[src/rtl/fram_seq_pkg.sv]
package fram_seq_pkg;
  localparam logic [7:0] OP_WREN  = 8'h06;
  localparam logic [7:0] OP_WRITE = 8'h02;
  localparam logic [7:0] OP_READ  = 8'h03;
  localparam logic [7:0] OP_HIBIT = 8'h08;

  typedef enum logic [2:0] {
    S_IDLE, S_WREN, S_GAP, S_CMD, S_ADDR, S_DATA, S_RDHOLD
  } seq_state_t;
endpackage

[src/rtl/spi_byte_shifter.sv]
module spi_byte_shifter #(
  parameter int HALF_DIV = 2
) (
  input  logic       clk,
  input  logic       rst,
  input  logic       start,
  input  logic [7:0] tx_byte,
  output logic       done,
  output logic [7:0] rx_byte,
  output logic       sck,
  output logic       mosi,
  input  logic       miso
);
  localparam int DW = (HALF_DIV > 1) ? $clog2(HALF_DIV) : 1;

  logic          active;
  logic [DW-1:0] div_q;
  logic [2:0]    bit_q;
  logic [7:0]    sh_q;

  assign mosi = sh_q[7];

  always_ff @(posedge clk) begin
    if (rst) begin
      active  <= 1'b0;
      div_q   <= '0;
      bit_q   <= '0;
      sh_q    <= '0;
      rx_byte <= '0;
      sck     <= 1'b0;
      done    <= 1'b0;
    end else begin
      done <= 1'b0;
      if (!active) begin
        if (start) begin
          active <= 1'b1;
          sh_q   <= tx_byte;
          div_q  <= '0;
          bit_q  <= '0;
          sck    <= 1'b0;
        end
      end else if (div_q == DW'(HALF_DIV - 1)) begin
        div_q <= '0;
        if (!sck) begin
          sck     <= 1'b1;
          rx_byte <= {rx_byte[6:0], miso};
        end else begin
          sck  <= 1'b0;
          sh_q <= {sh_q[6:0], 1'b0};
          if (bit_q == 3'd7) begin
            active <= 1'b0;
            done   <= 1'b1;
          end else begin
            bit_q <= bit_q + 3'd1;
          end
        end
      end else begin
        div_q <= div_q + DW'(1);
      end
    end
  end


  sck_owner_chk: assert property (@(posedge clk) disable iff (rst)
    sck |-> active);


  done_low_chk: assert property (@(posedge clk) disable iff (rst)
    done |-> (!sck && !active));
endmodule

[src/rtl/cs_gap_timer.sv]
module cs_gap_timer #(
  parameter int GAP_CYCLES = 100
) (
  input  logic clk,
  input  logic rst,
  input  logic run,
  output logic expired
);
  localparam int CW = $clog2(GAP_CYCLES + 1);

  logic [CW-1:0] cnt_q;

  assign expired = run && (cnt_q == CW'(GAP_CYCLES - 1));

  always_ff @(posedge clk) begin
    if (rst || !run) cnt_q <= '0;
    else             cnt_q <= cnt_q + CW'(1);
  end


  gap_bound_chk: assert property (@(posedge clk) disable iff (rst)
    run |-> (cnt_q < CW'(GAP_CYCLES)));
endmodule

[src/rtl/fram_burst_ctrl.sv]
module fram_burst_ctrl
  import fram_seq_pkg::*;
#(
  parameter int CLK_DIV    = 2,
  parameter int GAP_CYCLES = 100,
  parameter int ADDR_BYTES = 2,
  parameter int MEM_BYTES  = 8192,
  parameter int LEN_W      = 16
) (
  input  logic             clk,
  input  logic             rst,
  input  logic             req_valid,
  input  logic             req_write,
  input  logic [31:0]      req_addr,
  input  logic [LEN_W-1:0] req_len,
  output logic             busy,
  output logic             done,
  input  logic [7:0]       wr_data,
  input  logic             wr_valid,
  output logic             wr_ready,
  output logic [7:0]       rd_data,
  output logic             rd_valid,
  input  logic             rd_ready,
  output logic             spi_cs_n,
  output logic             spi_sck,
  output logic             spi_mosi,
  input  logic             spi_miso
);
  localparam bit COMPACT = (MEM_BYTES > 256) && (ADDR_BYTES == 1);
  localparam int NAB     = COMPACT ? 1 : ADDR_BYTES;
  localparam int IDX_W   = 2;

  seq_state_t       st;
  logic             wr_q;
  logic [31:0]      addr_q;
  logic [LEN_W-1:0] left_q;
  logic [IDX_W-1:0] idx_q;
  logic             launched;
  logic             sh_start, sh_done;
  logic [7:0]       sh_tx, sh_rx;
  logic             gap_end;
  logic [7:0]       cmd_byte, addr_byte;
  logic             byte_state;

  generate
    if (COMPACT) begin : g_compact
      assign cmd_byte  = (wr_q ? OP_WRITE : OP_READ) |
                         ((addr_q[31:8] != '0) ? OP_HIBIT : 8'h00);
      assign addr_byte = addr_q[7:0];
    end else begin : g_wide
      assign cmd_byte  = wr_q ? OP_WRITE : OP_READ;
      assign addr_byte = addr_q[{idx_q, 3'b000} +: 8];
    end
  endgenerate

  always_comb begin
    unique case (st)
      S_WREN:  sh_tx = OP_WREN;
      S_CMD:   sh_tx = cmd_byte;
      S_ADDR:  sh_tx = addr_byte;
      S_DATA:  sh_tx = wr_q ? wr_data : 8'h00;
      default: sh_tx = 8'h00;
    endcase
  end

  assign byte_state = (st == S_WREN) || (st == S_CMD) || (st == S_ADDR) || (st == S_DATA);
  assign wr_ready   = (st == S_DATA) && wr_q && !launched;
  assign sh_start   = byte_state && !launched && (!((st == S_DATA) && wr_q) || wr_valid);

  spi_byte_shifter #(.HALF_DIV(CLK_DIV)) shifter_i (
    .clk(clk), .rst(rst), .start(sh_start), .tx_byte(sh_tx),
    .done(sh_done), .rx_byte(sh_rx), .sck(spi_sck), .mosi(spi_mosi), .miso(spi_miso)
  );

  cs_gap_timer #(.GAP_CYCLES(GAP_CYCLES)) gap_i (
    .clk(clk), .rst(rst), .run(st == S_GAP), .expired(gap_end)
  );

  always_ff @(posedge clk) begin
    if (rst) begin
      st       <= S_IDLE;
      busy     <= 1'b0;
      done     <= 1'b0;
      spi_cs_n <= 1'b1;
      rd_valid <= 1'b0;
      rd_data  <= '0;
      launched <= 1'b0;
      wr_q     <= 1'b0;
      addr_q   <= '0;
      left_q   <= '0;
      idx_q    <= '0;
    end else begin
      done <= 1'b0;
      if (sh_start) launched <= 1'b1;
      if (sh_done)  launched <= 1'b0;
      unique case (st)
        S_IDLE: if (req_valid) begin
          wr_q   <= req_write;
          addr_q <= req_addr;
          left_q <= req_len;
          if (req_len == '0) begin
            done <= 1'b1;
          end else begin
            busy     <= 1'b1;
            spi_cs_n <= 1'b0;
            st       <= req_write ? S_WREN : S_CMD;
          end
        end
        S_WREN: if (sh_done) begin
          spi_cs_n <= 1'b1;
          st       <= S_GAP;
        end
        S_GAP: if (gap_end) begin
          spi_cs_n <= 1'b0;
          st       <= S_CMD;
        end
        S_CMD: if (sh_done) begin
          idx_q <= IDX_W'(NAB - 1);
          st    <= S_ADDR;
        end
        S_ADDR: if (sh_done) begin
          if (idx_q == '0) st <= S_DATA;
          else             idx_q <= idx_q - IDX_W'(1);
        end
        S_DATA: if (sh_done) begin
          if (wr_q) begin
            left_q <= left_q - LEN_W'(1);
            if (left_q == LEN_W'(1)) begin
              spi_cs_n <= 1'b1;
              busy     <= 1'b0;
              done     <= 1'b1;
              st       <= S_IDLE;
            end
          end else begin
            rd_data  <= sh_rx;
            rd_valid <= 1'b1;
            st       <= S_RDHOLD;
          end
        end
        S_RDHOLD: if (rd_ready) begin
          rd_valid <= 1'b0;
          left_q   <= left_q - LEN_W'(1);
          if (left_q == LEN_W'(1)) begin
            spi_cs_n <= 1'b1;
            busy     <= 1'b0;
            done     <= 1'b1;
            st       <= S_IDLE;
          end else begin
            st <= S_DATA;
          end
        end
        default: st <= S_IDLE;
      endcase
    end
  end

  // Gap measurement for the checks below
  logic [31:0] hi_run;
  always_ff @(posedge clk) begin
    if (rst || !spi_cs_n) hi_run <= '0;
    else if (hi_run < 32'(GAP_CYCLES)) hi_run <= hi_run + 32'd1;
  end


  cs_gap_chk: assert property (@(posedge clk) disable iff (rst)
    ($fell(spi_cs_n) && $past(st == S_GAP)) |-> (hi_run >= 32'(GAP_CYCLES)));


  sck_idle_chk: assert property (@(posedge clk) disable iff (rst)
    spi_cs_n |-> !spi_sck);


  cs_hold_chk: assert property (@(posedge clk) disable iff (rst)
    ((st == S_ADDR) || (st == S_DATA) || (st == S_RDHOLD)) |-> !spi_cs_n);


  done_pulse_chk: assert property (@(posedge clk) disable iff (rst)
    done |=> !done);


  done_idle_chk: assert property (@(posedge clk) disable iff (rst)
    done |-> !busy);


  req_ignore_chk: assert property (@(posedge clk) disable iff (rst)
    (busy && req_valid) |=> ($stable(addr_q) && $stable(wr_q)));


  wr_ready_busy_chk: assert property (@(posedge clk) disable iff (rst)
    wr_ready |-> busy);


  rd_hold_chk: assert property (@(posedge clk) disable iff (rst)
    (rd_valid && !rd_ready) |=> (rd_valid && $stable(rd_data)));
endmodule

[config.mk]
export PLATFORM = sky130hd
export DESIGN_NAME = fram_burst_ctrl
export DESIGN_NICKNAME = d
export VERILOG_FILES = /design/src/rtl/fram_seq_pkg.sv /design/src/rtl/spi_byte_shifter.sv /design/src/rtl/cs_gap_timer.sv /design/src/rtl/fram_burst_ctrl.sv
export SDC_FILE = /design/constraint.sdc
export NUM_CORES = 1
export LEC_CHECK = 0
export ABC_AREA = 0
export BUFFER_PORTS_ARGS = -buffer_cell sky130_fd_sc_hd__clkbuf_2
export CAP_MARGIN = 10
export CORE_ASPECT_RATIO = 1.4
export CORE_MARGIN = 5
export CORE_UTILIZATION = 45
export CTS_CLUSTER_DIAMETER = 40
export DETAILED_ROUTE_END_ITERATION = 10
export GPL_ROUTABILITY_DRIVEN = 0
export HOLD_SLACK_MARGIN = 0.02
export PLACE_DENSITY = 0.7
export SETUP_SLACK_MARGIN = 0.5
export SLEW_MARGIN = 10
export SYNTH_ARGS = -nofsm -noshare
export SYNTH_HDL_FRONTEND = slang
export SYNTH_HIERARCHICAL = 1
export SYNTH_SLANG_ARGS = --single-unit
export TNS_END_PERCENT = 30
[constraint.sdc]
create_clock -name clk -period 4 [get_ports clk]
set_input_delay 0.6 -clock clk [delete_from_list [all_inputs] [get_ports clk]]
set_output_delay 0.6 -clock clk [all_outputs]
set_load 0.005 [all_outputs]
==> flow_summary.yaml, run 1 <==
power_and_ir_drop:
  p_leak_nw: 2.171
  p_per_area_mw_per_mm2: 597.5
  clockPowerShare_pct: 27.0
  pwr-share-comb_pct: 32.5
  ir_drop_mv: 0.3095
  p_seq_share_pct: 40.5
  switching_share_pct: 37.12
  p_int_mw: 2.092
  p_sw_mw: 1.235
routing:
  drc: 0
  firstDrtPassIters: 5
  drt_wl_total_um: 11470
  ant_nets: 0
  routed_via_density: 5.559
  vias: 4375
  wl_per_cell_um: 14.58
  drt_iter0_markers: 250
cells_and_area:
  num-nets-final: 710
  finish.utilization_pct: 52.06
  drive_gt1_share_pct: 19.81
  multi_input_area_mm2: 0.002666
  final_area_mm2: 0.005569
  antenna_cells: 0
  regArea_mm2: 0.001942
  num-fill-cells: 1026
  area_growth_pct: 14.75
  final-instance-count-excl-fill: 787
clock_network:
  clkLatencyLatePin_ps: 340
  post_cts_buffers: 0
  h-tree-depth: 3
  ctsHoldBuffers: 0
  cts_root_buf: "clkbuf_16"
  clk_pin_slew_ps: 70
  cts_resized: 0
  cts_tree: "done"
  clock-sinks: 97
  cts_made_buffers: 9
  clockBufferDepth: 2
setup_path:
  end_kind: "register"
  worstPathRequired_ps: 4230
  path_class: "reg -> reg"
  cp_common_cell: "inv_1"
  critPathBufInv: 2
  cp_slowest_cell: "dfxtp_1"
  timing.critical_path.slowest_cell_delay_ps: 670
  cp_cell_sequence: "inv_1, nor3_1, inv_1, nor4_1, mux2i_1, a222oi_1, o311ai_1, a211oi_4, mux2_4"
  worst_setup_path_start_kind: "register"
  crit_path_end: "st[2]"
  worstReg2RegStart: "st[1]"
  crit_fanout: 18
  path_depth: 9
  cp-startpoint: "st[1]"
  crit_arrival_ps: 3320
  cpLargestDelayFamily: "compound AO/OA/AOI/OAI gates"
  rr_endpoint: "st[2]"
  r2r_setup_slack_ps: 910
  r2r_cells: 9
yosys:
  syn_avg_cell_area_um2: 8.198
  synth_area_leader_cell: "dfxtp_1"
  synthArstFlopShare_pct: 0
  synth_edf_count: 0
  syn-instance-count: 592
  syn_nets: 661
  seq_area_frac_synth_pct: 40.01
  netlist-cell-type-count: 69
  synth_top_area_share_pct: 40.01
  synthAdderAreaFrac_pct: 1.547
  synth_area_leaders: "dfxtp_1 40%, nand2_1 8.1%, a21oi_1 6.8%, mux2i_1 4.1%, nor2_1 3.9%"
  ys_ff_latch: 97
  yosys.area_share.xor_xnor_pct: 0.7218
  synth_ff_type: "dfxtp_1"
  synth_commonest_cells: "105 x nand2_1, 97 x dfxtp_1, 66 x a21oi_1, 51 x nor2_1, 27 x clkbuf_1"
  yosys.area_share.simple_pct: 24.59
  syn_area_mm2: 0.004853
  synth_compound_area_share_pct: 19.00
  yosys.cell_count.top_type: "nand2_1"
  synth_top_family_by_area: "simple AND/OR/NAND/NOR gates"
  synth.area.mux_share_pct: 9.075
  ys_warn_count: 6
placement:
  dp_slack_ps: 982.1
  postPlaceCellArea_mm2: 0.005256
  numPortBuffers: 77
  hpwl_um: 8294
  dp.cells: 771
global_route:
  grtUsageTotal_pct: 17.69
  antenna_found_initial: 0
  grt_max_degree: 50
  grt_pass1_vias: 4114
  grt_remaining_overflow: 0
  grt_first_pass_wirelength_um: 19140
sta:
  max_freq_mhz: 323.6
  min_period_ps: 3091
  rsz0062_at_grt: "no"
  relSlewSlack_pct: 31.69
  period_share_pct: 77.26
  fin_ws_ps: 909.4
  setup_violations: 0
  hold_viol_final: 0
  drv_slew: 0
  clock_skew_ps: 4.706
  worstMarginPinSlew_ps: 1022
  tns_ps: 0
outcome:
  status: "completed"
floorplan:
  coreArea_mm2: 0.01070
  chipHeight_um: 132.9
  fp-row-count: 45
  dieArea_mm2: 0.01299
  ios: 78
  start_util_pct: 45.37
  die_w_um: 97.77
run:
  drv_cap: 0
worst_hold_path:
  hold_path_class: "reg -> reg"
==> tightest hold or removal path: stages, from the launching register on <==
cell and delay [ps]:
dfxtp_1 310, nand2_1 50, a21oi_1 50
==> power by group through the flow <==
stage | Combinational, mW | Clock (mW) | Sequential (mW)
floorplan | 0.983 | 0 | 1.24
global placement | 1.05 | 0 | 1.35
detailed placement | 1.07 | 0 | 1.36
CTS | 1.08 | 0.919 | 1.34
global route | 1.21 | 0.967 | 1.38
finish | 1.08 | 0.899 | 1.35
==> state kept, by name (all words and copies together) (netlist names), 2 cells and up <==
| register | flops |
|---|---|
| shifter_i/sh_q | 8 |
| st | 3 |
| shifter_i/bit_q | 3 |
| gap_i/cnt_q | 7 |
| idx_q | 2 |
| left_q | 16 |
| rd_data | 8 |
| shifter_i/rx_byte | 8 |
| addr_q | 32 |
==> through the flow <==
step           hold WS (ps)  power [mW]
4_1_cts               456.0       3.341
3_5_place_dp          446.1       2.438
2_1_floorplan         428.8       2.221
5_1_grt               466.4       3.550
3_3_place_gp          439.3       2.398
6_report              454.7       3.327
==> final cells by class <==
cell class,instances,area share [%]
repair buffers,82,7.594
well taps,141,3.168
inverters,13,0.8762
clock buffers,10,4.291
multi-input cells,438,47.88
clock inverters,6,1.326
flip-flops and latches,97,34.87
==> placed cells by master, fill, tap and decap left out, drive strengths merged, types with 2 or more instances in the layout <==
cell        n
nand2     106
dfxtp      97
clkbuf     86
a21oi      67
nor2       53
nand3      25
mux2i      20
o21ai      19
nor3       17
inv        16
a211oi      9
mux4        8
a311oi      8
a21o        8
a22o        6
nor2b       6
nor4        6
ha          6
and2b       6
buf         6
a31oi       5
or3         5
mux2        5
nand2b      4
and2        4
a22oi       3
xor2        3
o21a        3
nand3b      3
nor3b       2
or2         2
and3        2
nand4b      2
o22ai       2
clkinvlp    2
or3b        2
or4         2
o311ai      2
==> logic make-up (layout without fill, tap and decap cells) <==
group | count (synthesis) | in the layout
AOI/OAI and AO/OA | 145 | 145
muxes | 33 | 33
buffers and inverters | 57 | 111
DFF | 97 | 97
adders and majority gates | 6 | 6
and+or+nand+nor | 250 | 250
xor gates and xnor gates | 4 | 4
==> worst min-delay path by stage <==
stage          cells after the start        endpoint  slack (ps)      startpoint
4_1_cts                            2      addr_q[22]         460      addr_q[22]
5_1_grt                            3      addr_q[13]         470    req_addr[13]
3_3_place_gp                       2      addr_q[11]         440      addr_q[11]
6_report                           2      addr_q[24]         450      addr_q[24]
2_1_floorplan                      1  gap_i/cnt_q[0]         430  gap_i/cnt_q[0]
3_5_place_dp                       2      addr_q[22]         450      addr_q[22]
==> metal layers <==
layer | vias up | global-route usage [%] | part of all wire, %
met5 | - | 0 | 0
met4 | 0 | 8.006 | 3.1
met3 | 22 | 3.323 | 4.4
met2 | 131 | 29.14 | 49
met1 | 2025 | 22.41 | 43
li1 | 2197 | - | -
Power figures use the tool's default switching activity.
==> run 2, diff against run 1 <==
--- a/config.mk
+++ b/config.mk
@@ -5,7 +5,7 @@
 export SDC_FILE = /design/constraint.sdc
 export NUM_CORES = 1
 export LEC_CHECK = 0
-export ABC_AREA = 0
+export ABC_AREA = 1
 export BUFFER_PORTS_ARGS = -buffer_cell sky130_fd_sc_hd__clkbuf_2
 export CAP_MARGIN = 10
 export CORE_ASPECT_RATIO = 1.4
@@ -15,7 +15,7 @@
 export DETAILED_ROUTE_END_ITERATION = 10
 export GPL_ROUTABILITY_DRIVEN = 0
 export HOLD_SLACK_MARGIN = 0.02
-export PLACE_DENSITY = 0.7
+export PLACE_DENSITY = 0.69
 export SETUP_SLACK_MARGIN = 0.5
 export SLEW_MARGIN = 10
 export SYNTH_ARGS = -nofsm -noshare
==> constraint.sdc (replaced) <==
create_clock -name clk -period 2.88 [get_ports clk]
set_input_delay 0.432 -clock clk [delete_from_list [all_inputs] [get_ports clk]]
set_output_delay 0.432 -clock clk [all_outputs]
set_load 0.005 [all_outputs]
==> run 2 against run 1 <==
Sequential share of layout area decreased by 1.4 points. Critical path type is now reg -> out. Critical path depth decreased by 4. Final area increased by 4.4%. Largest cell class unchanged. Combinational power increased by 110%. Core utilization decreased by 0.54 points. Wire length increased by 7.2%. Largest power group is now combinational logic. Global-route usage increased by 0.48 points.
==> flow_summary.yaml, run 2 <==
outcome:
  status: "completed"
power_and_ir_drop:
  p_leak_nw: 2.633
  report.power.total_mw: 5.445
  ir_drop_mv: 0.4599
  p_per_area_mw_per_mm2: 936.9
sta:
  rsz0062_at_grt: "no"
  min_period_ps: 2232
  clock_skew_ps: 10.69
  period_share_pct: 77.49
  fin_ws_ps: 648.2
  relSlewSlack_pct: 51.59
  setup_violations: 0
  hold_slack_ps: 305.0
  tns_ps: 0
  worstMarginPinSlew_ps: 725.4
  hold_viol_final: 0
  drv_slew: 0
  max_freq_mhz: 448.1
floorplan:
  coreArea_mm2: 0.01128
  dieArea_mm2: 0.01368
  fp-row-count: 46
  ios: 78
  chipHeight_um: 136.4
  die_w_um: 100.3
  start_util_pct: 45.53
setup_path:
  path_depth: 5
  crit_arrival_ps: 1800
  timing.critical_path.slowest_cell_delay_ps: 650
  r2r_cells: 12
  cp_cell_sequence: "nand3_4, nor2_4, inv_2, nor2_1, clkbuf_2"
  critPathBufInv: 2
  path_class: "reg -> out"
  cp_slowest_cell: "dfxtp_1"
  cpLargestDelayFamily: "flip-flops"
  worstPathRequired_ps: 2450
  end_kind: "primary output"
  worst_setup_path_start_kind: "register"
  crit_fanout: 11
global_route:
  grt_pass1_vias: 4405
  grt_first_pass_wirelength_um: 19950
  grtUsageTotal_pct: 18.16
  antenna_found_initial: 0
  grt_remaining_overflow: 0
  grt_max_degree: 37
cells_and_area:
  final_area_mm2: 0.005812
  num-fill-cells: 1237
  layout_commonest_cell: "nor2_1"
  antenna_cells: 0
  finish.utilization_pct: 51.52
  num-nets-final: 891
  drive_gt1_share_pct: 17.41
  multi_input_area_mm2: 0.002705
  largest-register: "addr_q"
  largest_register_ffs: 32
  largest_registers: "addr_q: 32 flops, left_q: 16 flops"
  regArea_mm2: 0.001943
  area_growth_pct: 13.15
  mostFrequentLayoutCells: "176 x nor2_1, 130 x nand2_1, 96 x dfxtp_1, 89 x o21ai_0, 77 x clkbuf_2"
  final-instance-count-excl-fill: 971
routing:
  ant_nets: 0
  drt_iter0_markers: 187
  vias: 4810
  routed_via_density: 4.954
  drc: 0
  drt_wl_total_um: 12300
  firstDrtPassIters: 4
  wl_per_cell_um: 12.67
placement:
  postPlaceCellArea_mm2: 0.005523
  numPortBuffers: 77
  hpwl_um: 9250
  dp.cells: 955
  dp_slack_ps: 685.6
clock_network:
  cts_tree: "done"
  cts_made_buffers: 9
  clkLatencyLatePin_ps: 350
  h-tree-depth: 3
  cts_root_buf: "clkbuf_16"
  ctsHoldBuffers: 0
  clock-sinks: 97
  cts_resized: 0
  clockBufferDepth: 2
  post_cts_buffers: 0
  clk_pin_slew_ps: 70
yosys:
  syn_avg_cell_area_um2: 6.758
  ys_warn_count: 6
  synthArstFlopShare_pct: 0
  ys_ff_latch: 97
  synth_edf_count: 0
  syn_area_mm2: 0.005136
  syn-instance-count: 760
  synth_top_area_share_pct: 37.81
  synth_ff_type: "dfxtp_1"
  yosys.cell_count.top_type: "nor2_1"
  synth_commonest_cells: "176 x nor2_1, 130 x nand2_1, 97 x dfxtp_1, 89 x o21ai_0, 61 x inv_1"
  synth_area_leaders: "dfxtp_1 38%, nor2_1 13%, nand2_1 9.5%, o21ai_0 8.7%, a21oi_1 5.4%"
  seq_area_frac_synth_pct: 37.81
  synth_area_leader_cell: "dfxtp_1"
  syn_nets: 829
  netlist-cell-type-count: 42
worst_hold_path:
  whs_path_depth: 3
  hold_path_class: "in -> reg"
run:
  drv_cap: 0
==> run 2: layer usage <==
metal	track usage (%)	up-vias	part of all wire, %
met5	0	-	0
met4	5.993	0	1.6
met3	3.901	16	4.1
met2	31.67	81	50
met1	22.01	2146	44
li1	-	2567	-
==> run 2: worst reg2reg max path: cells and delay by family, from the launching register on <==
family                 cells  cell delay, ps
flip-flops                 1             570
AND/OR/NAND/NOR            9            1090
buffers and inverters      3             340
==> run 2: kinds of logic (layout without fill, tap and decap cells) <==
kind of cell	count (synthesis)	in the layout	share of synthesized area (%)
buffers and inverters	104	171	9.525
XOR/XNOR	5	5	0.8528
multiplexers	3	3	0.5847
AND/OR/NAND/NOR	380	380	32.69
AO/OA/AOI/OAI	165	165	17.08
adder cells (fa/ha/maj)	6	6	1.462
flip-flops	97	97	37.81
==> run 2: cell type report <==
class	instances	share of cell area (%)
clock buffers	11	4.177
clock inverters	5	0.7104
inverters	75	5.016
multi-input cells	559	46.54
flip-flops and latches	97	33.43
well taps	144	3.100
repair buffers	80	7.018
==> run 2: where the power goes <==
part,leakage (nW),switching (mW),internal (mW)
combinational,1.71,1.52,0.793
sequential,0.795,0.296,1.70
clock,0.132,0.521,0.614
total,2.63,2.34,3.11
==> run 2: worst paths after layout <==
| kind | slack [ps] | from | end |
|---|---|---|---|
| max reg2reg | 840 | st[1] | shifter_i/sh_q[7] |
| min reg2reg | 460 | addr_q[8] | addr_q[8] |
| min | 310 | req_addr[6] | addr_q[6] |
| max | 650 | st[2] | wr_ready |
==> run 3, diff against run 2 <==
--- a/config.mk
+++ b/config.mk
@@ -5,7 +5,7 @@
 export SDC_FILE = /design/constraint.sdc
 export NUM_CORES = 1
 export LEC_CHECK = 0
-export ABC_AREA = 1
+export ABC_AREA = 0
 export BUFFER_PORTS_ARGS = -buffer_cell sky130_fd_sc_hd__clkbuf_2
 export CAP_MARGIN = 10
 export CORE_ASPECT_RATIO = 1.4
@@ -15,7 +15,7 @@
 export DETAILED_ROUTE_END_ITERATION = 10
 export GPL_ROUTABILITY_DRIVEN = 0
 export HOLD_SLACK_MARGIN = 0.02
-export PLACE_DENSITY = 0.69
+export PLACE_DENSITY = 0.7
 export SETUP_SLACK_MARGIN = 0.5
 export SLEW_MARGIN = 10
 export SYNTH_ARGS = -nofsm -noshare
==> constraint.sdc (replaced) <==
create_clock -name clk -period 2.2 [get_ports clk]
set_input_delay 0.33 -clock clk [delete_from_list [all_inputs] [get_ports clk]]
set_output_delay 0.33 -clock clk [all_outputs]
set_load 0.005 [all_outputs]
==> run 3 against run 2 <==
Sequential cell count is the same. Clock power grew 47%. Die area shrank 5.0%. Via count shrank 3.9%. First-iteration DRC count grew 42%. Sequential share of layout area shrank 1.9 points.
==> flow_summary.yaml, run 3 (synthesized netlist as in run 1, its figures left out) <==
placement:
  hpwl_um: 8610
  dp_slack_ps: -98.58
  numPortBuffers: 77
cells_and_area:
  multi_input_area_mm2: 0.002855
  layout_commonest_cell: "nand2_1"
  antenna_cells: 0
  largest_register_ffs: 32
  mostFrequentLayoutCells: "104 x nand2_1, 92 x dfxtp_1, 76 x clkbuf_2, 63 x a21oi_1, 48 x nor2_1"
  num-fill-cells: 966
  largest-register: "addr_q"
  largest_registers: "addr_q: 32 flops, left_q: 16 flops"
  drive_gt1_share_pct: 29.42
  regArea_mm2: 0.001951
  area_growth_pct: 27.48
  num-nets-final: 754
sta:
  worstMarginPinSlew_ps: 712.3
  hold_slack_ps: 193.8
  fin_ws_ps: 79.59
  hold_viol_final: 0
  min_period_ps: 2120
  clock_skew_ps: 8.872
  setup_violations: 0
  relSlewSlack_pct: 52.51
  max_freq_mhz: 471.6
  drv_slew: 0
  period_share_pct: 96.38
  tns_ps: 0
  rsz0062_at_grt: "yes"
clock_network:
  ctsHoldBuffers: 0
  cts_tree: "done"
  cts_made_buffers: 9
  clock-sinks: 97
  clkLatencyLatePin_ps: 350
  clockBufferDepth: 2
  cts_root_buf: "clkbuf_16"
  h-tree-depth: 3
  clk_pin_slew_ps: 70
power_and_ir_drop:
  p_per_area_mw_per_mm2: 1131
  ir_drop_mv: 0.6124
  p_leak_nw: 2.462
worst_hold_path:
  hold_path_class: "in -> reg"
routing:
  met1_length_um: 5076
  ant_nets: 0
  firstDrtPassIters: 5
  drt_iter0_markers: 265
  routed_via_density: 5.561
  dr_wl_met3_um: 727
  vias: 4621
  drc: 0
  drt_wl_total_um: 12630
  wl_per_cell_um: 15.20
  wl_met2_um: 6443
  highest_layer: "met4"
global_route:
  grtUsageTotal_pct: 18.46
  grt_remaining_overflow: 0
  grt_max_degree: 42
  grt_pass1_vias: 4256
  antenna_found_initial: 0
  grt_first_pass_wirelength_um: 19910
setup_path:
  cp_slowest_cell: "dfxtp_2"
  path_class: "reg -> reg"
  cp_cell_sequence: "nor3_4, inv_1, nor4_2, mux2i_1, a222oi_1, buf_4, o311ai_4, a211oi_4, mux2_4"
  crit_arrival_ps: 2360
  timing.critical_path.slowest_cell_delay_ps: 340
  worst_setup_path_start_kind: "register"
  cpLargestDelayFamily: "compound AO/OA/AOI/OAI gates"
  critPathBufInv: 2
  crit_fanout: 2
  end_kind: "register"
  worstPathRequired_ps: 2440
floorplan:
  ios: 78
  start_util_pct: 45.37
  fp-row-count: 45
  die_w_um: 97.77
  chipHeight_um: 132.9
  dieArea_mm2: 0.01299
  coreArea_mm2: 0.01070
run:
  drv_cap: 0
outcome:
  status: "completed"
## run 3: cell types whose count changed in the layout (fill, tap and decap cells not counted), sizes merged, moves of 13 or more
cell	before	now
nor2	186	53
o21ai	93	19
inv	71	16
buf	3	49
nand2	143	106
mux2i	3	20
nor3	3	17
nand3	38	25
## run 3: power breakdown
group          total, mW  switching, mW  leakage, nW  internal, mW
Sequential          2.31          0.230        0.793          2.08
Clock               1.68          0.761        0.158         0.920
Combinational       3.01           1.64         1.51          1.36
## run 3: path summary, 6_finish.rpt
path,cells after the start,start,slack (ps),to
worst max-delay path,9,st[2],80,st[2]
worst min-delay path,3,req_addr[21],190,addr_q[21]
worst max register to register,9,st[2],80,st[2]
worst min register to register,2,addr_q[26],450,addr_q[26]
## run 3: worst min-delay path, stage by stage
cell and delay [ps]:
clkbuf_2 80, nand2_1 40, a21oi_1 50
## run 3: area by class of cell
type                       count  share of cell area (%)
multi-input combinational    438                   46.15
sequential                    97                   31.53
timing repair buffer         126                   13.43
tap                          141                   2.851
inverter                      13                  0.8291
clock inverter                 7                   1.577
clock buffer                   9                   3.640
## run 3: metal layers
layer  GRT usage, %  vias up
met4          7.159        0
li1               -     2285
met1          23.29     2145
met3          3.745       31
met2          30.93      160
met5              0        -
## run 3: per-stage QoR
step                      area [µm²]  power (mW)  util (%)  cells
final                           6187       6.997     57.84    831
after global routing            6187       7.407     57.84    831
after CTS                       5904       6.513     55.19    821
after detailed placement        5533       4.723     51.72    803
after global placement          5533       4.633     51.72    803
after floorplan                 4918       4.151         -    592
## run 3: repair_timing
item	CTS	global route
pin swaps	7	16
buffers inserted	2	7
gates cloned	0	3
resized for setup	8	48
setup endpoints to repair	79	80
